File: src/rtl/sqp_pkg.sv
package sqp_pkg;

    localparam int unsigned WORD_W = 32;
    localparam int unsigned HALF_W = 16;
    localparam int unsigned REG_W  = 5;

    localparam logic [5:0] MAJOR_OP  = 6'd28;
    localparam logic [1:0] SUB_CLASS = 2'b01;
    localparam logic [3:0] LAST_FN   = 4'd6;

    typedef enum logic [3:0] {
        FN_PWR      = 4'd0,
        FN_PWR_HALF = 4'd1,
        FN_RE       = 4'd2,
        FN_THR_LOAD = 4'd3,
        FN_CMP_PWR  = 4'd4,
        FN_CMP_HALF = 4'd5,
        FN_CMP_RE   = 4'd6
    } fn_e;

    typedef struct packed {
        logic              ours;
        logic              writes;
        fn_e               fn;
        logic [REG_W-1:0]  dest;
    } dec_t;

    typedef struct packed {
        fn_e                fn;
        logic [WORD_W-1:0]  a;
        logic [WORD_W-1:0]  b;
        logic [WORD_W-1:0]  thr;
    } job_t;

    function automatic dec_t decode_word(logic [WORD_W-1:0] ir, logic vld);
        dec_t d;
        d = '0;
        if (vld && ir[31:26] == MAJOR_OP && ir[5:4] == SUB_CLASS && ir[3:0] <= LAST_FN) begin
            d.ours   = 1'b1;
            d.fn     = fn_e'(ir[3:0]);
            d.writes = (ir[3:0] != FN_THR_LOAD);
            d.dest   = d.writes ? ir[15:11] : '0;
        end
        return d;
    endfunction

    function automatic logic [WORD_W-1:0] finish_op(fn_e fn,
                                                    logic [WORD_W-1:0] sq_re,
                                                    logic [WORD_W-1:0] sq_im,
                                                    logic [WORD_W-1:0] thr);
        logic [WORD_W-1:0] sum;
        logic [WORD_W-1:0] val;
        logic              cmp;
        sum = sq_re + sq_im;
        cmp = 1'b0;
        case (fn)
            FN_PWR, FN_CMP_PWR:       val = sum;
            FN_PWR_HALF, FN_CMP_HALF: val = sum >> 1;
            FN_RE, FN_CMP_RE:         val = sq_re;
            default:                  val = '0;
        endcase
        case (fn)
            FN_CMP_PWR, FN_CMP_HALF, FN_CMP_RE: cmp = 1'b1;
            default:                            cmp = 1'b0;
        endcase
        if (cmp) begin
            return (val > thr) ? WORD_W'(1) : '0;
        end
        return val;
    endfunction

endpackage

File: src/rtl/sqp_decode.sv
module sqp_decode
    import sqp_pkg::*;
(
    input  logic [WORD_W-1:0] ir,
    input  logic              vld,
    input  logic              start,
    output dec_t              dec,
    output logic              rsv
);
    always_comb begin
        dec = decode_word(ir, vld);
        rsv = start && vld && !dec.ours;
    end
endmodule

File: src/rtl/sqp_square.sv
module sqp_square
    import sqp_pkg::*;
#(
    parameter int unsigned IN_W = WORD_W,
    parameter int unsigned SQ_W = WORD_W
) (
    input  logic [IN_W-1:0] word,
    output logic [SQ_W-1:0] sq
);
    localparam int unsigned H_W = IN_W / 2;

    logic signed [H_W-1:0]  half;
    logic signed [SQ_W-1:0] prod;

    always_comb begin
        half = word[IN_W-1:IN_W-H_W];
        prod = SQ_W'(half) * SQ_W'(half);
        sq   = prod;
    end
endmodule

File: src/rtl/sqp_xu.sv
module sqp_xu
    import sqp_pkg::*;
#(
    parameter bit          MULTI       = 1'b0,
    parameter int unsigned HOLD_CYCLES = 2
) (
    input  logic        clk,
    input  logic        rst,
    input  logic [31:0] instr,
    input  logic        instr_vld,
    input  logic        start,
    input  logic [31:0] opa,
    input  logic [31:0] opb,
    input  logic        kill_m,
    input  logic        run_m,
    output logic        reserved,
    output logic [4:0]  dest_idx,
    output logic [31:0] result,
    output logic        stall,
    output logic        present
);
    localparam int unsigned CNT_W = $clog2(HOLD_CYCLES + 1);
    localparam int unsigned NSQ   = 2;

    dec_t              dec;
    logic              accept;
    logic              idle;
    logic [WORD_W-1:0] thr_q;
    logic [WORD_W-1:0] res_q;
    logic [WORD_W-1:0] sq_src [NSQ];
    logic [WORD_W-1:0] sq_val [NSQ];

    sqp_decode u_dec (
        .ir    (instr),
        .vld   (instr_vld),
        .start (start),
        .dec   (dec),
        .rsv   (reserved)
    );

    assign dest_idx = dec.dest;
    assign present  = 1'b1;
    assign accept   = start && dec.ours && idle;

    for (genvar g = 0; g < NSQ; g++) begin : g_sq
        sqp_square #(.IN_W(WORD_W), .SQ_W(WORD_W)) u_sq (
            .word (sq_src[g]),
            .sq   (sq_val[g])
        );
    end

    always_ff @(posedge clk) begin
        if (rst) begin
            thr_q <= '0;
        end else if (accept && dec.fn == FN_THR_LOAD) begin
            thr_q <= opa;
        end
    end

    if (!MULTI) begin : g_single
        assign idle      = 1'b1;
        assign stall     = 1'b0;
        assign sq_src[0] = opa;
        assign sq_src[1] = opb;

        always_ff @(posedge clk) begin
            if (rst) begin
                res_q <= '0;
            end else if (accept && dec.writes) begin
                res_q <= finish_op(dec.fn, sq_val[0], sq_val[1], thr_q);
            end
        end
    end else begin : g_multi
        job_t              job_q;
        logic [WORD_W-1:0] sq_q [NSQ];
        logic [CNT_W-1:0]  cnt_q;
        logic              fin_q;
        logic              cancel;

        assign idle      = (cnt_q == '0);
        assign stall     = !idle;
        assign cancel    = !idle && kill_m && run_m;
        assign sq_src[0] = job_q.a;
        assign sq_src[1] = job_q.b;

        always_ff @(posedge clk) begin
            if (rst) begin
                job_q <= '0;
            end else if (accept && dec.writes) begin
                job_q.fn  <= dec.fn;
                job_q.a   <= opa;
                job_q.b   <= opb;
                job_q.thr <= thr_q;
            end
        end

        for (genvar g = 0; g < NSQ; g++) begin : g_sq_reg
            always_ff @(posedge clk) begin
                if (rst) begin
                    sq_q[g] <= '0;
                end else begin
                    sq_q[g] <= sq_val[g];
                end
            end
        end

        always_ff @(posedge clk) begin
            if (rst) begin
                cnt_q <= '0;
                fin_q <= 1'b0;
            end else if (cancel) begin
                cnt_q <= '0;
                fin_q <= 1'b0;
            end else if (accept && dec.writes) begin
                cnt_q <= CNT_W'(HOLD_CYCLES);
                fin_q <= 1'b0;
            end else if (!idle) begin
                cnt_q <= cnt_q - 1'b1;
                fin_q <= (cnt_q == CNT_W'(1));
            end else begin
                fin_q <= 1'b0;
            end
        end

        always_ff @(posedge clk) begin
            if (rst) begin
                res_q <= '0;
            end else if (fin_q) begin
                res_q <= finish_op(job_q.fn, sq_q[0], sq_q[1], job_q.thr);
            end
        end
    end

    assign result = res_q;

endmodule

File: config.mk
export PLATFORM = sky130hd
export DESIGN_NAME = sqp_xu
export DESIGN_NICKNAME = d
export VERILOG_FILES = /design/src/rtl/sqp_pkg.sv /design/src/rtl/sqp_decode.sv /design/src/rtl/sqp_square.sv /design/src/rtl/sqp_xu.sv
export SDC_FILE = /design/constraint.sdc
export NUM_CORES = 1
export LEC_CHECK = 0
export ABC_CLOCK_PERIOD_IN_PS = 24800
export BUFFER_PORTS_ARGS = -buffer_cell sky130_fd_sc_hd__buf_4
export CAP_MARGIN = 0
export CORE_MARGIN = 3
export CORE_UTILIZATION = 60
export CTS_BUF_LIST = sky130_fd_sc_hd__clkbuf_8
export DETAILED_ROUTE_END_ITERATION = 8
export GPL_TIMING_DRIVEN = 1
export PLACE_DENSITY = 0.81
export SYNTH_ARGS = -nofsm -noshare
export SYNTH_HDL_FRONTEND = slang
export SYNTH_HIERARCHICAL = 1
export SYNTH_SLANG_ARGS = --single-unit
File: constraint.sdc
create_clock -name clk -period 24.8 [get_ports clk]
set_clock_uncertainty 0.1 [all_clocks]
set_input_delay 0 -clock clk [delete_from_list [all_inputs] [get_ports clk]]
set_output_delay 0 -clock clk [all_outputs]
set_load 0.005 [all_outputs]
# Yosys cells after proc, flatten, opt, wreduce, memory -nomap -nowiden
# Cells that the tools add are included.
[totals]
reg_bits = 64
out_inout_bits = 40
elab_cells = 44
[op_classes]
n_mux = 14
n_addsub = 1
n_mul = 2
magnitude_cmp = 2
eq_ne = 9
n_reduce_logical = 14
[op_table]
columns = ["op", "n"]
rows = [
  ["two-way mux 32 bit", 4],
  ["one-hot mux 32 bit (3 select lines)", 1],
  ["multiplier 16 x 16 -> 32 bit", 2],
  ["adder 32 bit", 1],
  ["> comparator 32 bit", 1],
  ["== test 4 x 3 -> 1 bit, second input constant", 3],
  ["two-way mux 11 bit", 1],
  ["== test 4 x 2 -> 1 bit, second input constant", 2],
  ["logical AND 1 bit", 8],
  ["two-way mux 1 bit", 7],
  ["== test 6 x 5 -> 1 bit, second input constant", 1],
  ["OR reduction 2 bit", 3],
  ["two-way mux 5 bit", 1],
  ["== test 4 x 1 -> 1 bit, second input constant", 1],
  ["<= comparator 4 x 3 -> 1 bit, second input constant", 1],
  ["zero test 4 bit", 1],
  ["inequality test 4 x 2 -> 1 bit, second input constant", 1],
  ["OR reduction 3 bit", 1],
  ["== test 2 x 1 -> 1 bit, second input constant", 1],
  ["zero test 1 bit", 1],
]

# Depth between registers and ports, before layout
[logic_depth]
ltp_word = 14
mapped_depth = 44

# Hierarchy
# The synthesis kept the hierarchy.
[modules_own_cells]
columns = ["mod", "area_per_inst_um2", "cells_per_inst", "instances", "seq_area_each_um2"]
rows = [
  ["sqp_square (g_sq[0].u_sq)", 9116.2, 1031, 1, 0.0],
  ["sqp_square (g_sq[1].u_sq)", 9014.9, 1002, 1, 0.0],
  ["sqp_xu", 5666.7, 787, 1, 1281.2],
  ["sqp_decode", 157.7, 22, 1, 0.0],
]

# Least setup slack after synthesis
# No wires, ideal clock.
[synth_path]
path_type = "input-to-reg"
start = "in opa[21]"
end = "reg res_q[0], in the netlist result[0]"
path_buffers = 3
stages = 39
setup_time_ns = 0.133
setup_slack_ns = 15.704
t_arrival_ns = 8.862
required_ns = 24.567
cell_sequence = "clkbuf_1 -> clkbuf_1 -> nand2_1 -> fa_1 -> inv_1 -> fa_1 -> fa_1 -> fa_1 -> fa_1 -> inv_1 -> fa_1 -> inv_1 -> ha_1 -> a21oi_2 -> nand2_1 -> a211o_1 -> or3b_1 -> buf_2 -> [3 not listed] -> ha_1 -> nand4_1 -> or2_2 -> o22a_1 -> nor3b_1 -> a22oi_1 -> xnor2_1 -> mux2i_1 -> o21a_1 -> ha_1 -> a21o_1 -> a21o_1 -> a21oi_1 -> nor2_1 -> a2111oi_0 -> o21ai_0 -> o21ai_0 -> o211ai_1"
[synth_rtl]
columns = ["item", "line_no", "rtl"]
rows = [
  ["start: declaration", "sqp_xu.sv:12", "input logic [31:0] opa,"],
  ["end signal: assignment", "sqp_xu.sv:70", "res_q <= finish_op(dec.fn, sq_val[0], sq_val[1], thr_q);"],
  ["end: declaration", "sqp_xu.sv:29", "logic [WORD_W-1:0] res_q;"],
]

==> run summary <==
final setup violation count - 0
I/O pin count - 142
prevailing post-synth register cell - dfxtp_1
commonest cells in the netlist - 726 x inv_1, 468 x fa_1, 309 x nand2_1
clk buf depth - 2
Die Width - 206 um
fmax - 92.8 MHz
IO Port Bufs - 106
ratio of cells with drive above 1 in the final layout - 0.0568
highest routed layer - met4
Hold Fails Final Rpt - 0
vias per cell - 5.65
Finished Cell Area - 25900 sq um
Max stage delay on crit path - 0.54 ns
1st-iter DRT viols - 1203
vias in the first global route - 20900
most frequent cell after synthesis - inv_1
initial cell density of the core - 0.614
CP Class - input pin to flop
Setup TNS - 0 ns
Slowest cell on crit path - dlygate4sd3_1
cell taking the most area after synthesis - fa_1
Via Count - 19500
post_cts resized - 0
Remaining DRCs - 0
crit path DAT - 10.89 ns
crit end category - flop
clk sink count - 64
fin crit share - 0.435
largest net degree at the start of global routing - 41
required time worst endpoint - 24.91 ns
Area Overhead vs Synth - 8.06%
die area - 42400 sq um
outcome - finished clean
# Post-CTS Setup Buffers - 0
drt pass-1 iters - 6
core area - 39000 sq um
Post-synth ARST share - 0
H-tree levels - 3
synth unique cells - 90
HP Class - input pin to flop
CTS tree - yes
Yosys warnings - 6
post-synth top area share - 0.391
Reg clk slew, reported paths - 0.07 ns
wire length on met2 - 28.9 mm
post-synthesis sequential area ratio - 0.0535
# Max-Cap Violations - 0
RSZ-0062 raised after global routing - no
die height - 206 um
total CTS buffers - 9
largest cells by area after synthesis - fa_1 39%, ha_1 13%, inv_1 11%, dfxtp_1 5.3%, nand2_1 4.8%
post-layout min period - 10.78 ns
antenna violations before repair - 1
worst-margin pin slew - 1.15 ns
syn_area_per_cell - 8.43 sq um
met1 wire length - 22.7 mm
# hold bufs at CTS - 58
Syn Std Cell Area - 24000 sq um
Routed WL - 57.9 mm
cell count after synthesis - 2842
drt wl/cell - 16.7 um
fin nets - 3745
routability cong. - 0.923
first-pass GRT wire length - 97.2 mm
Yosys reg bits - 64
ANT nets after route - 0
placed inst area - 25100 sq um
met3 routed WL - 3.85 mm
Skew-Pair Late Insertion Delay - 0.35 ns
Clock Tree Root - clkbuf_8
GRT Util Overall - 0.283
Syn Nets - 3653
Worst slew margin - 0.234
critical path peak fanout - 22
Startpoint Class - input pin
EDFF count, synth - 0
Slew Limit Fails - 0
final hold slack - 0.189 ns
Final HPWL DP - 47.8 mm
total congestion overflow - 0
Row Count - 72
worst paths after layout:
path / slack [ns] / from / cells after the start / endpoint
max: 14.02 / opa[31] / 40 / result[0]$_SDFFE_PP0P_
max reg2reg: 22.39 / thr_q[25]$_SDFFE_PP0P_ / 10 / result[0]$_SDFFE_PP0P_
min: 0.19 / start / 4 / result[1]$_SDFFE_PP0P_
min reg2reg: 0.37 / result[8]$_SDFFE_PP0P_ / 2 / result[8]$_SDFFE_PP0P_
logic make-up (layout without fill, tap and decap cells):
logic type | after synthesis | in the layout | synth area share
AND/OR/NAND/NOR | 698 | 698 | 0.136
other | 5 | 6 | 0.000784
XOR/XNOR | 111 | 111 | 0.0406
AO/OA/AOI/OAI | 427 | 427 | 0.118
adder cells (fa/ha/maj) | 709 | 709 | 0.517
flip-flops | 64 | 64 | 0.0535
multiplexers | 11 | 11 | 0.00475
buffers and inverters | 817 | 914 | 0.130
per-layer routing:
metal  vias up  GRT usage
met1      9717      0.355
met2       690      0.503
met3       180     0.0356
met4         0      0.105
li1       8957          -
met5         -          0
critical path, delay by kind of cell:
kind / cells / cell delay, ns
fa+ha+maj: 9 / 4.02
compound gates: 16 / 3.73
buf+inv: 7 / 1.51
xor+xnor: 3 / 0.86
simple gates: 4 / 0.54
mux: 1 / 0.18
per-stage QoR:
| step | worst slack [ns] | utilization | cells |
|---|---|---|---|
| final | 14.02 | 0.664 | 3458 |
| after global routing | 13.53 | 0.664 | 3457 |
| after CTS | 14.22 | 0.664 | 3457 |
| after detailed placement | 14.46 | 0.643 | 3383 |
| after global placement | 14.52 | 0.643 | 3383 |
| after floorplan | 15.70 | - | 2842 |
cells in the final DEF, fill, tap and decap left out, types with 15 or more instances in the layout:
| master | count |
|---|---|
| inv_1 | 727 |
| fa_1 | 468 |
| nand2_1 | 309 |
| ha_1 | 241 |
| nor2_1 | 138 |
| a21oi_1 | 138 |
| buf_4 | 113 |
| and2_1 | 86 |
| xnor2_1 | 81 |
| o21ai_0 | 69 |
| dfxtp_1 | 64 |
| dlygate4sd3_1 | 58 |
| nand3_1 | 39 |
| a21o_1 | 34 |
| xor2_1 | 30 |
| nand4_1 | 21 |
| and3_1 | 21 |
| o21a_1 | 18 |
| nor3_1 | 17 |
| nand2b_1 | 15 |
| nor2b_1 | 15 |
| a211oi_1 | 15 |
sequential cells by signal, summed over array words and instances, names as in the netlist:
name,flops
result,32
thr_q,32
area by class of cell:
| cell class | count | area [sq um] |
|---|---|---|
| inverter | 727 | 2730 |
| sequential | 64 | 1280 |
| antenna | 1 | 2.50 |
| timing repair buffer | 171 | 1430 |
| clock inverter | 3 | 38.8 |
| clock buffer | 13 | 179 |
| fill | 3070 | 13100 |
| tap | 518 | 648 |
| multi-input combinational | 1961 | 19600 |
Power is not shown: default switching activity piles up to over one toggle a cycle in this logic, so the estimate is an artifact.
